File: config.mk
export PLATFORM = sky130hd
export DESIGN_NAME = dma_cksum_sniffer
export DESIGN_NICKNAME = d
export VERILOG_FILES = /design/src/rtl/sniff_pkg.sv /design/src/rtl/sniff_ctrl_reg.sv /design/src/rtl/sniff_in_xform.sv /design/src/rtl/sniff_accum.sv /design/src/rtl/sniff_rd_xform.sv /design/src/rtl/dma_cksum_sniffer.sv
export SDC_FILE = /design/constraint.sdc
export NUM_CORES = 1
export LEC_CHECK = 0
export ABC_AREA = 1
export ABC_CLOCK_PERIOD_IN_PS = 4100
export BUFFER_PORTS_ARGS = -buffer_cell sky130_fd_sc_hd__buf_2
export CAP_MARGIN = 20
export CORE_MARGIN = 2
export CORE_UTILIZATION = 30
export CTS_BUF_LIST = sky130_fd_sc_hd__clkbuf_16
export CTS_CLUSTER_SIZE = 16
export DETAILED_ROUTE_END_ITERATION = 12
export PLACE_DENSITY = 0.5
export REMOVE_ABC_BUFFERS = 1
export SLEW_MARGIN = 20
export SYNTH_ARGS = -nofsm -noshare
export SYNTH_HDL_FRONTEND = slang
export SYNTH_HIERARCHICAL = 1
export SYNTH_SLANG_ARGS = --single-unit
File: constraint.sdc
create_clock -name clk -period 4.1 [get_ports clk]
set_input_delay 0.82 -clock clk [delete_from_list [all_inputs] [get_ports clk]]
set_output_delay 0.82 -clock clk [all_outputs]
set_load 0.005 [all_outputs]
File: src/rtl/sniff_pkg.sv
package sniff_pkg;

   localparam int CTRL_W = 12;
   localparam int SEL_W  = 4;
   localparam int MODE_W = 4;

   typedef enum logic [MODE_W-1:0] {
      M_CRC32    = 4'd0,
      M_CRC32_BR = 4'd1,
      M_CRC16    = 4'd2,
      M_CRC16_BR = 4'd3,
      M_PARITY   = 4'd14,
      M_SUM      = 4'd15
   } sniff_mode_e;

   typedef struct packed {
      logic              rd_inv;
      logic              rd_rev;
      logic              in_swap;
      logic [MODE_W-1:0] mode;
      logic [SEL_W-1:0]  chan;
      logic              en;
   } sniff_ctrl_t;

   // One CRC step over a full 32-bit word, MSB first. 'wide' selects
   // the 32-bit register width; otherwise only bits 15:0 are live.
   function automatic logic [31:0] crc_fold(input logic [31:0] acc,
                                            input logic [31:0] din,
                                            input logic [31:0] poly,
                                            input logic        wide);
      logic [31:0] c;
      logic        fb;
      c = acc;
      for (int i = 31; i >= 0; i--) begin
         fb = (wide ? c[31] : c[15]) ^ din[i];
         c  = {c[30:0], 1'b0};
         if (fb) c = c ^ poly;
      end
      if (!wide) c[31:16] = '0;
      return c;
   endfunction

endpackage

File: src/rtl/sniff_ctrl_reg.sv
module sniff_ctrl_reg
   import sniff_pkg::*;
(
   input  logic              clk,
   input  logic              rst_n,
   input  logic              wr_en,
   input  logic [CTRL_W-1:0] wdata,
   output sniff_ctrl_t       ctrl_q
);

   always_ff @(posedge clk or negedge rst_n) begin
      if (!rst_n)     ctrl_q <= '0;
      else if (wr_en) ctrl_q <= sniff_ctrl_t'(wdata);
   end

endmodule

File: src/rtl/sniff_in_xform.sv
module sniff_in_xform #(
   parameter int DATA_W = 32
) (
   input  logic [DATA_W-1:0] din,
   input  logic              swap_en,
   input  logic              rev_en,
   output logic [DATA_W-1:0] dout
);

   localparam int NBYTES = DATA_W / 8;

   logic [DATA_W-1:0] swapped;
   logic [DATA_W-1:0] reversed;
   logic [DATA_W-1:0] stage1;

   for (genvar b = 0; b < NBYTES; b++) begin : g_byte
      assign swapped[8*b +: 8] = din[8*(NBYTES-1-b) +: 8];
   end

   assign stage1 = swap_en ? swapped : din;

   for (genvar k = 0; k < DATA_W; k++) begin : g_bit
      assign reversed[k] = stage1[DATA_W-1-k];
   end

   assign dout = rev_en ? reversed : stage1;

endmodule

File: src/rtl/sniff_accum.sv
module sniff_accum
   import sniff_pkg::*;
#(
   parameter int          DATA_W     = 32,
   parameter logic [31:0] CRC32_POLY = 32'h04C1_1DB7,
   parameter logic [15:0] CRC16_POLY = 16'h1021
) (
   input  logic              clk,
   input  logic              rst_n,
   input  logic              upd,
   input  logic [MODE_W-1:0] mode,
   input  logic [DATA_W-1:0] din,
   input  logic              ld,
   input  logic [DATA_W-1:0] ld_val,
   output logic [DATA_W-1:0] acc_q
);

   localparam logic [31:0] POLY16_EXT = {16'h0000, CRC16_POLY};

   logic [DATA_W-1:0] nxt;

   always_comb begin
      nxt = acc_q;
      case (mode)
         M_CRC32, M_CRC32_BR: nxt = crc_fold(acc_q, din, CRC32_POLY, 1'b1);
         M_CRC16, M_CRC16_BR: nxt = crc_fold(acc_q, din, POLY16_EXT, 1'b0);
         M_PARITY:            nxt = {{(DATA_W-1){1'b0}}, acc_q[0] ^ (^din)};
         M_SUM:               nxt = acc_q + din;
         default:             nxt = acc_q;
      endcase
   end

   always_ff @(posedge clk or negedge rst_n) begin
      if (!rst_n)   acc_q <= '0;
      else if (ld)  acc_q <= ld_val;
      else if (upd) acc_q <= nxt;
   end

endmodule

File: src/rtl/sniff_rd_xform.sv
module sniff_rd_xform #(
   parameter int DATA_W = 32
) (
   input  logic [DATA_W-1:0] din,
   input  logic              rev_en,
   input  logic              inv_en,
   output logic [DATA_W-1:0] dout
);

   logic [DATA_W-1:0] rev;

   for (genvar k = 0; k < DATA_W; k++) begin : g_bit
      assign rev[k] = din[DATA_W-1-k];
   end

   assign dout = (rev_en ? rev : din) ^ {DATA_W{inv_en}};

endmodule

File: src/rtl/dma_cksum_sniffer.sv
module dma_cksum_sniffer
   import sniff_pkg::*;
#(
   parameter int          DATA_W     = 32,
   parameter int          NUM_CHAN   = 16,
   parameter logic [31:0] CRC32_POLY = 32'h04C1_1DB7,
   parameter logic [15:0] CRC16_POLY = 16'h1021
) (
   input  logic              clk,
   input  logic              rst_n,
   input  logic              reg_wr,
   input  logic [1:0]        reg_addr,
   input  logic [31:0]       reg_wdata,
   output logic [31:0]       reg_rdata,
   input  logic              obs_valid,
   input  logic [SEL_W-1:0]  obs_chan,
   input  logic [DATA_W-1:0] obs_data
);

   localparam logic [1:0] OFF_CTRL = 2'd0;
   localparam logic [1:0] OFF_RES  = 2'd1;

   if (DATA_W != 32) begin : g_bad_width
      $error("dma_cksum_sniffer: DATA_W must be 32");
   end
   if (NUM_CHAN < 1 || NUM_CHAN > (1 << SEL_W)) begin : g_bad_chan
      $error("dma_cksum_sniffer: NUM_CHAN out of range");
   end

   sniff_ctrl_t       ctrl_q;
   logic [DATA_W-1:0] acc_q;
   logic [DATA_W-1:0] fold_in;
   logic [DATA_W-1:0] rd_res;
   logic              hit;
   logic              in_rev;
   logic              ld_res;

   sniff_ctrl_reg u_ctrl (
      .clk    (clk),
      .rst_n  (rst_n),
      .wr_en  (reg_wr && reg_addr == OFF_CTRL),
      .wdata  (reg_wdata[CTRL_W-1:0]),
      .ctrl_q (ctrl_q)
   );

   assign in_rev = (ctrl_q.mode == M_CRC32_BR) || (ctrl_q.mode == M_CRC16_BR);

   sniff_in_xform #(.DATA_W(DATA_W)) u_in (
      .din     (obs_data),
      .swap_en (ctrl_q.in_swap),
      .rev_en  (in_rev),
      .dout    (fold_in)
   );

   assign hit    = ctrl_q.en && obs_valid && (obs_chan == ctrl_q.chan);
   assign ld_res = reg_wr && (reg_addr == OFF_RES);

   sniff_accum #(
      .DATA_W     (DATA_W),
      .CRC32_POLY (CRC32_POLY),
      .CRC16_POLY (CRC16_POLY)
   ) u_acc (
      .clk    (clk),
      .rst_n  (rst_n),
      .upd    (hit),
      .mode   (ctrl_q.mode),
      .din    (fold_in),
      .ld     (ld_res),
      .ld_val (reg_wdata),
      .acc_q  (acc_q)
   );

   sniff_rd_xform #(.DATA_W(DATA_W)) u_rd (
      .din    (acc_q),
      .rev_en (ctrl_q.rd_rev),
      .inv_en (ctrl_q.rd_inv),
      .dout   (rd_res)
   );

   always_comb begin
      case (reg_addr)
         OFF_CTRL: reg_rdata = {{(32-CTRL_W){1'b0}}, ctrl_q};
         OFF_RES:  reg_rdata = rd_res;
         default:  reg_rdata = '0;
      endcase
   end

endmodule

---- Word level (Yosys, flattened, before mapping) ----
Cells that the tools add are included.
cells by class
  add/sub/neg operators ................... 1
  $mul .................................... 0
  div/mod/pow operators ................... 0
  $lt $le $gt $ge ......................... 0
  equal/unequal tests ..................... 7
  shifts and indexed selects .............. 0
  muxes and demuxes ....................... 133
  bitwise gates (word level) .............. 130
  reductions and logical operators ........ 13
operators with widths
  operator                                                                count
  32-bit two-way mux                                                      36
  27-bit two-way mux                                                      32
  16-bit two-way mux                                                      31
  14-bit inverter                                                         32
  13-bit two-way mux                                                      32
  32-bit case mux with 4 select lines                                     1
  3-bit inverter                                                          32
  1-bit XOR                                                               65
  32-bit case mux with 2 select lines                                     1
  32-bit adder                                                            1
  32-bit XOR reduction                                                    1
  32-bit XOR                                                              1
  4-bit by 2-bit equality test with 1-bit output (second input constant)  2
  4-bit equality test (second input constant)                             2
  5-bit nonzero test                                                      1
  4-bit by 1-bit equality test with 1-bit output (second input constant)  1
  4-bit equality test                                                     1
  1-bit logical AND                                                       4
  4-bit zero test                                                         1
  2-bit OR reduction                                                      2
  2-bit by 1-bit equality test with 1-bit output (second input constant)  1
  2-bit zero test                                                         1
  2-bit AND reduction                                                     1
  2-bit nonzero test                                                      1
  1-bit logical OR                                                        1
storage, ports and cells
  register bits after elaboration ......... 44
  latch bits .............................. 0
  memory bits (writable) .................. 0
  bits in read-only memories .............. 0
  input port bits ......................... 74
  word-level logic and storage cells ...... 291
  memories kept ........................... 0

---- Logic depth before layout (Yosys ltp) ----
Gate-level depths: netlist of the first run.
  depth in word-level cells ............... 101
  mapped depth ............................ 40

---- By module ----
Netlist of the first run, hierarchy kept.
by module, submodules not included
  module             instances  cells an instance  area an instance (µm²)  seq. area each (µm²)
  sniff_accum        1          1695               10039.6                 800.8
  sniff_rd_xform     1          278                1202.4                  0.0
  sniff_in_xform     1          208                945.9                   0.0
  dma_cksum_sniffer  1          106                484.2                   0.0
  sniff_ctrl_reg     1          51                 457.9                   300.3

---- Worst setup path after synthesis of the first run ----
OpenSTA, ideal clock, no wires.
  kind .................................... register to register
  start ................................... reg, netlist name u_ctrl/ctrl_q[7]
  end ..................................... reg u_acc.acc_q[25]
  setup time .............................. 0.116 ns
  arrival time ............................ 3.774 ns
  data required time ...................... 3.984 ns
  path slack .............................. 0.209 ns
  stages on the path, launching flop included .. 36
  path buffers ............................ 3
  cell sequence ........................... dfrtp_1 nor3_1 buf_2 inv_2 buf_4 nand3_1 nand2_1 ha_1 buf_6 inv_4 nand2_1 nand2_1 nand2_1 nand2_2 nand3_1 nand2_2 nand2_1 nand2_1 nand2_1 nand3_1 nand2_2 nand2_1 nand2_2 nand2_2 nand2_2 nand2_2 nand2_4 inv_2 nand2_1 nand2_2 inv_2 or2_1 nand3_1 o211ai_1 nand2_1 nand2_1
on the way
  elaborated cells between the ends (all ways) .. 126
  classes of those cells .................. add/sub: 1; eq/ne: 5; mux: 67; bitwise: 47; reduce/logical: 6
RTL lines
  element                                                                                                                  line                     source
  4-bit by 1-bit equality test with 1-bit output / 4-bit by 2-bit equality test with 1-bit output (equally long branches)  dma_cksum_sniffer.sv:46  assign in_rev = (ctrl_q.mode == M_CRC32_BR) || (ctrl_q.mode == M_CRC16_BR);
  1-bit logical OR (*)                                                                                                     dma_cksum_sniffer.sv:46
  net in_rev                                                                                                               dma_cksum_sniffer.sv:35  logic in_rev;
  32-bit two-way mux (*)                                                                                                   sniff_in_xform.sv:26     assign dout = rev_en ? reversed : stage1;
  net fold_in[29]                                                                                                          dma_cksum_sniffer.sv:32  logic [DATA_W-1:0] fold_in;
  1-bit XOR (*)                                                                                                            sniff_pkg.sv:35          fb = (wide ? c[31] : c[15]) ^ din[i];
  27-bit two-way mux (*)                                                                                                   sniff_pkg.sv:37          if (fb) c = c ^ poly;
  32-bit two-way mux (*) (6 in series)                                                                                     sniff_accum.sv:24        case (mode)
  (+53 left out)                                                                                                           n/a
  27-bit two-way mux (*)                                                                                                   sniff_pkg.sv:37
  32-bit two-way mux (*)                                                                                                   sniff_accum.sv:24
  27-bit two-way mux (*)                                                                                                   sniff_pkg.sv:37
  32-bit two-way mux (*)                                                                                                   sniff_accum.sv:24
  27-bit two-way mux (*)                                                                                                   sniff_pkg.sv:37
  32-bit case mux with 4 select lines (*)                                                                                  sniff_accum.sv:24
  32-bit two-way mux (*)                                                                                                   sniff_accum.sv:36        else if (upd) acc_q <= nxt;
  32-bit two-way mux (*)                                                                                                   sniff_accum.sv:35        else if (ld) acc_q <= ld_val;
  end signal, assigned                                                                                                     sniff_accum.sv:35
  end signal, assigned                                                                                                     sniff_accum.sv:36
  end, declared                                                                                                            sniff_accum.sv:15        output logic [DATA_W-1:0] acc_q
Mark *: on every way through the listed nets, which the timed path passes. The rest lies on a longest branch. The select of a mux whose other input is x is not followed.
A chain may end at the register's enable or synchronous reset.

---- Worst setup path in the final report of the first run ----
  start ................................... reg, netlist name u_ctrl/ctrl_q[7]
  end ..................................... reg u_acc.acc_q[2]
on the way
  elaborated cells between the ends (all ways) .. 215
  classes of those cells .................. add/sub: 1; eq/ne: 5; mux: 122; bitwise: 81; reduce/logical: 6
RTL lines
  element                                                                                                                  line
  4-bit by 1-bit equality test with 1-bit output / 4-bit by 2-bit equality test with 1-bit output (equally long branches)  dma_cksum_sniffer.sv:46
  1-bit logical OR (*)                                                                                                     dma_cksum_sniffer.sv:46
  net in_rev                                                                                                               dma_cksum_sniffer.sv:35
  32-bit two-way mux (*)                                                                                                   sniff_in_xform.sv:26
  net fold_in[29]                                                                                                          dma_cksum_sniffer.sv:32
  1-bit XOR                                                                                                                sniff_pkg.sv:35
  27-bit two-way mux                                                                                                       sniff_pkg.sv:37
  32-bit two-way mux                                                                                                       sniff_accum.sv:24
  (+59 left out)                                                                                                           n/a
  14-bit inverter (no source line) / 1-bit XOR (equally long branches)                                                     n/a
  27-bit two-way mux                                                                                                       sniff_pkg.sv:37
  32-bit two-way mux                                                                                                       sniff_accum.sv:24
  14-bit inverter (no source line)                                                                                         n/a
  27-bit two-way mux                                                                                                       sniff_pkg.sv:37
  32-bit case mux with 4 select lines (*)                                                                                  sniff_accum.sv:24
  32-bit two-way mux (*)                                                                                                   sniff_accum.sv:36
  32-bit two-way mux (*)                                                                                                   sniff_accum.sv:35
Marks and branches as above.

==> reports/results.ini, run 1 <==
[global_routing]
grt_overflow=0
grt_pass1_vias=15904
grt_pass1_wl_um=92700
grt_max_degree=67
antenna_found_initial=0
grtUsageTotal_pct=26.9

[synthesis]
ys_types=48
ys_warn_count=6
synth_adder_area_share_pct=3.49
synth_seq_area_share_pct=8.39
synth_edf_count=0
synthCells=2338
avgSynthCellArea_um2=5.62
synthXorXnorAreaFrac_pct=18.6
ys.flop_type=dfrtp_1
synthArstFlopShare_pct=100
syn_area_um2=13100
synth_top_family_by_area=simple AND/OR/NAND/NOR gates
synth-simple-area-share_pct=51.8
synth_seq_cells=44
synth_compound_area_share_pct=6.34
synth.area.mux_share_pct=0

[routing]
avgRoutedWirePerCell_um=18.5
antenna_left=0
vias=16687
avgViaCountPerCell=4.93
drc=0
drt-initial-drc-count=1305
routed_wl_um=62700
first_pass_iters=7

[place]
hpwlAfterDp_um=50000
dpl_worst_slack_ps=-813
gp_congestion=0.977
place_area_um2=16600
port_buffers=105

[sta]
slew_headroom_pct=28.0
setup_ws_ps=-95.8
fin_crit_sh_pct=102
worst_pin_slew_ps=1080
fmax_mhz=238
finalHoldViolations=0
period_needed_ps=4200
finalSetupViolCount=27
hold-worst-slack_ps=478
rsz0062_at_grt=true
fin_worst_skew_ps=7.25
slew_viol_final=0

[job]
maxCapViolCount=0

[worst_setup_path]
critPathLaunchType=register
worstPathRequired_ps=4280
max_stage_delay_ps=410
critPathArrivalTime_ps=4380
crit_fanout=6
crit_path_end_kind=register
crit_top_cell=nand2_2
slowest_stage=dfrtp_1
path_class=reg2reg

[layout]
nets=2909
synthToLayoutAreaGrowth_pct=49.8
design_area_um2=19700
final_layout_size_suffix_gt1_share_pct=37.4
mostFrequentLayoutCell=nand2_1
final_cell_mix=nand2_1 (742), buf_4 (373), nand3_1 (246)
fin_util_pct=45.6
diodes=0

[clock_network]
cts-root-buf=clkbuf_16
cts.sinks=44
clock_path_buffers=2
cts_hold_buffers=0
numCtsBuffers=5
cts-htree-levels=2
clkLatencyLatePin_ps=290
cts_tree=yes
clk_pin_slew_ps=70

[floorplan]
die_x_um=213
die-height_um=213
fp.coreArea_um2=43200
io_pins=106
initial_core_util_pct=30.4
rows=76
die-area_um2=45500

[outcome]
status=complete, but fails checks
violations=negative setup slack

[hold_path]
worstHoldPathType=reg2reg

[through the flow]
step / setup TNS (ps) / std cells
after global placement: -16100 / 3300
after detailed placement: -18110 / 3300
final: -1310 / 3385
after CTS: -91.1 / 3360
after floorplan: -62270 / 2268
after global routing: -7620 / 3385
[cell families after synthesis]
group | after synthesis
xor+xnor | 253
fa+ha+maj | 36
simple gates | 1517
buf+inv | 339
compound gates | 149
flops | 44
[cells in the mapped netlist (16+ instances only)]
| cell type | instances | area share (%) |
|---|---|---|
| nand2_1 | 900 | 26 |
| nand3_1 | 314 | 12 |
| inv_1 | 235 | 6.7 |
| xor2_1 | 140 | 9.3 |
| nor2_1 | 135 | 3.9 |
| xnor2_1 | 88 | 5.9 |
| nand2_2 | 81 | 3.9 |
| a21oi_1 | 64 | 2.4 |
| o21ai_0 | 47 | 1.8 |
| dfrtp_1 | 44 | 8.4 |
| ha_1 | 35 | 3.3 |
| nand2_4 | 31 | 2.7 |
| inv_2 | 27 | 0.77 |
| buf_2 | 22 | 0.84 |
| buf_6 | 17 | 1.5 |
| clkbuf_1 | 16 | 0.46 |
[worst max-delay path, delay by kind of cell, from the launching register on]
family	cells	cell delay [ps]
AOI/OAI and AO/OA	1	110
buffers and inverters	8	1110
DFF	1	410
adders and majority gates	1	220
and+or+nand+nor	14	1350
xor gates and xnor gates	4	850
[registers in the layout, summed over array words and instances (netlist names)]
signal         flops
u_ctrl/ctrl_q     12
u_acc/acc_q       32
[metal layers]
| metal | share of wire, % | track usage (%) |
|---|---|---|
| met2 | 48 | 46.4 |
| met3 | 4.9 | 1.74 |
| met1 | 44 | 36.2 |
| met5 | 0 | 0 |
| met4 | 3.6 | 7.52 |
[final cells by class]
class | instances | area, um^2
clock buffer | 5 | 125
clock inverter | 3 | 13.8
tap | 585 | 732
multi-input combinational | 1955 | 12600
timing repair buffer | 524 | 3990
fill | 4516 | 23500
inverter | 269 | 1090
sequential | 44 | 1100
[worst paths after layout]
| path | startpoint | endpoint | slack (ps) | cells after the start |
|---|---|---|---|---|
| worst max-delay path | u_ctrl/ctrl_q[7]$_DFFE_PN0P_ | u_acc/acc_q[2]$_DFFE_PN0P_ | -100 | 28 |
| worst min-delay path | u_ctrl/ctrl_q[2]$_DFFE_PN0P_ | u_ctrl/ctrl_q[2]$_DFFE_PN0P_ | 480 | 2 |
| worst max register to register | u_ctrl/ctrl_q[7]$_DFFE_PN0P_ | u_acc/acc_q[2]$_DFFE_PN0P_ | -100 | 28 |
| worst min register to register | u_ctrl/ctrl_q[2]$_DFFE_PN0P_ | u_ctrl/ctrl_q[2]$_DFFE_PN0P_ | 480 | 2 |
| max in group asynchronous | rst_n | u_ctrl/ctrl_q[10]$_DFFE_PN0P_ | 2990 | 2 |
| min in group asynchronous | rst_n | u_acc/acc_q[13]$_DFFE_PN0P_ | 620 | 2 |
[repair_timing]
item / in CTS / in global routing
gates cloned: 1 / 0
pin swaps: 134 / 132
gates resized for setup: 306 / 185
setup endpoints to repair: 32 / 32
setup buffers: 53 / 24
Power of run 1 is left out: the tool's default activity adds up to more than one toggle a clock period on the data nets, which glitch-free logic cannot reach.
==> inputs of run 2 (changes only) <==
Settings changed: GPL_TIMING_DRIVEN set to 0.
==> run 2 against run 1 <==
The flow still finishes with violations (negative setup slack). Die area stayed put. Register-to-register slack worse by 80 ps. Hold slack lost 2.3 ps. Sequential share of layout area up 0.56 points. Maximum frequency fell by 1.9%. Sequential cell count unchanged. Design area fell by 8.5%. Utilization shrank 3.9 points. Via count shrank 5.3%. Non-clock buffer count decreased by 243. Critical path type unchanged. Critical endpoint is now u_acc/acc_q[20]$_DFFE_PN0P_.
==> reports/results.ini, run 2 (synthesis gave the netlist of run 1 again) <==
[worst_setup_path]
worstPathRequired_ps=4280
crit_top_cell=nand2_1
critPathArrivalTime_ps=4460
path_class=reg2reg
rrSetupSlack_ps=-170
crit_fanout=16
max_stage_delay_ps=370
slowest_stage=dfrtp_1
critPathLaunchType=register
crit_path_end_kind=register

[place]
gp_congestion=0.917
dp.cells=2964
port_buffers=105
hpwlAfterDp_um=43600

[floorplan]
die-height_um=213
rows=76
io_pins=106
die_x_um=213
fp.coreArea_um2=43200
initial_core_util_pct=30.4
die-area_um2=45500

[routing]
first_pass_iters=6
drt-initial-drc-count=1247
vias=15795
drc=0
routed_wl_um=58200
avgRoutedWirePerCell_um=18.5
antenna_left=0
avgViaCountPerCell=5.03

[clock_network]
cts_tree=yes
clk_pin_slew_ps=60
cts.sinks=44
clock_path_buffers=2
numCtsBuffers=5
clkLatencyLatePin_ps=300
cts-root-buf=clkbuf_16
cts-htree-levels=2

[sta]
finalSetupViolCount=31
period_needed_ps=4270
slew_headroom_pct=29.4
worst_pin_slew_ps=1060
fin_crit_sh_pct=104
finalHoldViolations=0
slew_viol_final=0
fmax_mhz=234
setup_ws_ps=-175
fin_worst_skew_ps=9.47
rsz0062_at_grt=true

[global_routing]
grt_overflow=0
antenna_found_initial=0
grt_pass1_wl_um=86000
grt_pass1_vias=14689
grtUsageTotal_pct=24.9
grt_max_degree=65

[job]
maxCapViolCount=0

[outcome]
status=complete, but fails checks
violations=negative setup slack

[layout]
top_regs=u_acc/acc_q (32), u_ctrl/ctrl_q (12)
nets=2667
mostFrequentLayoutCell=nand2_1
final_layout_size_suffix_gt1_share_pct=32.6
synthToLayoutAreaGrowth_pct=37.1
diodes=0
final_cells=3143
largest_reg_flops=32
final_cell_mix=nand2_1 (722), nand3_1 (246), inv_1 (225)
largest_register=u_acc/acc_q

[hold_path]
worstHoldPathType=reg2reg

==> run 2: changes by cell type in the layout (fill, tap and decap cells not counted), moves of 5 or more <==
cell	delta
nand3_4	-6
nand2_4	+27
buf_6	-5
buf_4	-242
nand2_1	-20
nand3_2	+6
nand2_8	-6
==> run 2: path summary, 6_finish.rpt <==
kind                                               from  depth (start not counted)                      endpoint
min in group asynchronous                         rst_n                          1   u_acc/acc_q[19]$_DFFE_PN0P_
max reg2reg                u_ctrl/ctrl_q[5]$_DFFE_PN0P_                         30   u_acc/acc_q[20]$_DFFE_PN0P_
max in group asynchronous                         rst_n                          1  u_ctrl/ctrl_q[9]$_DFFE_PN0P_
max                        u_ctrl/ctrl_q[5]$_DFFE_PN0P_                         30   u_acc/acc_q[20]$_DFFE_PN0P_
min reg2reg                u_ctrl/ctrl_q[4]$_DFFE_PN0P_                          2  u_ctrl/ctrl_q[4]$_DFFE_PN0P_
min                        u_ctrl/ctrl_q[4]$_DFFE_PN0P_                          2  u_ctrl/ctrl_q[4]$_DFFE_PN0P_
==> run 2: worst max-delay path: cells and delay by family (launching register included) <==
kind	cells	cell delay (ps)
fa+ha+maj	1	350
xor+xnor	3	780
simple gates	18	1760
flops	1	370
buf+inv	8	870
==> run 2: routing by layer <==
layer / GRT usage (%) / up-vias / routed length [um]
met5: 0 / - / 0
met4: 7.23 / 0 / 2120
met3: 2.38 / 106 / 3550
met2: 42.7 / 523 / 27500
met1: 33.2 / 7452 / 24900
li1: - / 7714 / -
==> run 2: layout make-up <==
cell class	count	area, um^2
Clock inverter	3	17.5
Multi-Input combinational cell	1955	12700
Timing Repair Buffer	281	2210
Fill cell	4582	25200
Clock buffer	5	125
Tap cell	585	732
Timing Repair inverter	1	8.76
Sequential cell	44	1110
Inverter	269	1110
==> run 2: per-stage QoR <==
step | setup WS [ps] | TNS (ps) | instance area [um^2] | hold slack [ps] | util, %
floorplan | -2090 | -62270 | 12700 | 442 | -
global placement | -4840 | -149280 | 13900 | 458 | 32.2
detailed placement | -1670 | -46250 | 14000 | 465 | 32.4
CTS | -74.0 | -660 | 16800 | 478 | 38.9
global route | -362 | -9080 | 18000 | 512 | 41.7
finish | -175 | -2350 | 18000 | 475 | 41.7
==> run 2: repair_timing <==
item,CTS,global route
hold buffers,0,0
cloned,3,0
pin swaps,145,144
buffers inserted,133,35
setup endpoints to repair,32,32
gates resized for setup,333,208
Power of run 2 is left out for the same reason.
==> inputs of run 3 (changes only) <==
Settings changed: ABC_CLOCK_PERIOD_IN_PS 4100 to 3700.
Clock period 4.1 ns to 3.7 ns, I/O delays scaled along.
==> run 3 against run 2 <==
Critical path depth rose by 3. Sequential cell count did not move. Clock-buffer cell count did not move. Utilization rose by 0.74 points. The run still ends with negative setup slack left. Hold slack got worse by 31 ps. Critical endpoint is now u_acc/acc_q[29]$_DFFE_PN0P_. Register-to-register slack got worse by 420 ps. Routed wire length rose by 0.18%. Final cell count rose by 0.35%. Maximum frequency fell by 0.41%. Clock skew barely moved.
==> reports/results.ini, run 3 (synthesis gave the netlist of run 1 again) <==
[worst_setup_path]
worstPathRequired_ps=3890
crit_fanout=15
reg2reg_from=u_ctrl/ctrl_q[5]$_DFFE_PN0P_
max_stage_delay_ps=370
cp_num_buf_inv=9
slowest_stage=dfrtp_1
crit_top_cell=nand2_4
rrSetupSlack_ps=-590
critPathArrivalTime_ps=4480
crit_cells=33
path_class=reg2reg
reg2reg_depth=33
rr_endpoint=u_acc/acc_q[29]$_DFFE_PN0P_
critPathLaunchType=register
path_delay_family=simple AND/OR/NAND/NOR gates
crit_path_end_kind=register

[floorplan]
die_x_um=213
rows=76
die-area_um2=45500
die-height_um=213
initial_core_util_pct=30.4
fp.coreArea_um2=43200
io_pins=106

[place]
port_buffers=105
place_area_um2=14000
gp_congestion=0.917
dp.cells=2964
hpwlAfterDp_um=43600
dpl_worst_slack_ps=-2070

[sta]
finalHoldViolations=0
fmax_mhz=233
period_needed_ps=4290
fin_worst_skew_ps=9.10
hold-worst-slack_ps=444
setup_ws_ps=-593
slew_viol_final=0
finalSetupViolCount=32
fin_crit_sh_pct=116
worst_pin_slew_ps=1110
slew_headroom_pct=26.0
rsz0062_at_grt=true

[routing]
vias=15751
avgViaCountPerCell=4.99
routed_wl_um=58300
antenna_left=0
drc=0
avgRoutedWirePerCell_um=18.5
first_pass_iters=5
drt-initial-drc-count=1270

[layout]
largest_reg_flops=32
design_area_um2=18300
filler_cell_count=4543
mostFrequentLayoutCell=nand2_1
diodes=0
synthToLayoutAreaGrowth_pct=39.5
final_cell_mix=nand2_1 (715), nand3_1 (241), inv_1 (223)
top_regs=u_acc/acc_q (32), u_ctrl/ctrl_q (12)
nets=2678
layout.area.seq_um2=1110
final_layout_size_suffix_gt1_share_pct=33.8
multi_input_area_um2=12900
largest_register=u_acc/acc_q
final_cells=3154

[clock_network]
cts-root-buf=clkbuf_16
cts.sinks=44
clock_path_buffers=2
clk_pin_slew_ps=70
cts_hold_buffers=0
cts_tree=yes
clkLatencyLatePin_ps=300
numCtsBuffers=5
cts-htree-levels=2

[outcome]
violations=negative setup slack
status=complete, but fails checks

[hold_path]
worstHoldPathType=in2async

[global_routing]
grt_pass1_wl_um=86500
grt_pass1_vias=14865
grt_overflow=0
grtUsageTotal_pct=25.1
antenna_found_initial=0
grt_max_degree=65

[job]
maxCapViolCount=0

run 3: cell types whose count changed in the layout (fill, tap and decap cells not counted), sizes merged:
cell,delta
buf,+11
inv,-1
clkinv,+1
run 3: metal layers:
| metal | vias up | GRT usage (%) | routed length (um) |
|---|---|---|---|
| met5 | - | 0 | 0 |
| met4 | 0 | 7.50 | 1930 |
| met3 | 91 | 2.49 | 3060 |
| met2 | 478 | 43.1 | 27900 |
| met1 | 7453 | 33.1 | 25300 |
| li1 | 7729 | - | - |
run 3: how the worst max path moves through the flow:
stage	startpoint	to	slack (ps)
floorplan	u_ctrl/ctrl_q[7]$_DFFE_PN0P_	u_acc/acc_q[25]$_DFFE_PN0P_	-2490
global placement	u_ctrl/ctrl_q[5]$_DFFE_PN0P_	u_acc/acc_q[9]$_DFFE_PN0P_	-5240
detailed placement	u_ctrl/ctrl_q[7]$_DFFE_PN0P_	u_acc/acc_q[9]$_DFFE_PN0P_	-2070
CTS	u_ctrl/ctrl_q[8]$_DFFE_PN0P_	u_acc/acc_q[5]$_DFFE_PN0P_	-470
global route	u_ctrl/ctrl_q[5]$_DFFE_PN0P_	u_acc/acc_q[20]$_DFFE_PN0P_	-760
finish	u_ctrl/ctrl_q[5]$_DFFE_PN0P_	u_acc/acc_q[29]$_DFFE_PN0P_	-590
run 3: timing repair:
action                                 CTS  global route
setup buffers                          137            44
setup endpoints to repair               39            32
pin swaps                              165           133
endpoints found under the hold margin    0             0
resized for setup                      390           189
gates cloned                             3             0
run 3: stage by stage:
step	TNS, ps	utilization [%]
after floorplan	-75070	-
after global placement	-170760	32.2
after detailed placement	-59050	32.4
after CTS	-12450	39.6
after global routing	-21750	42.4
final	-15650	42.4
run 3: area by class of cell:
| type | instances | area share [%] |
|---|---|---|
| multi-input cells | 1955 | 70.5 |
| repair buffers | 292 | 12.5 |
| well taps | 585 | 4.00 |
| inverters | 269 | 6.06 |
| clock inverters | 3 | 0.0956 |
| clock buffers | 5 | 0.683 |
| flip-flops and latches | 44 | 6.06 |
| repair inverters | 1 | 0.0478 |
Power of run 3 is left out for the same reason.
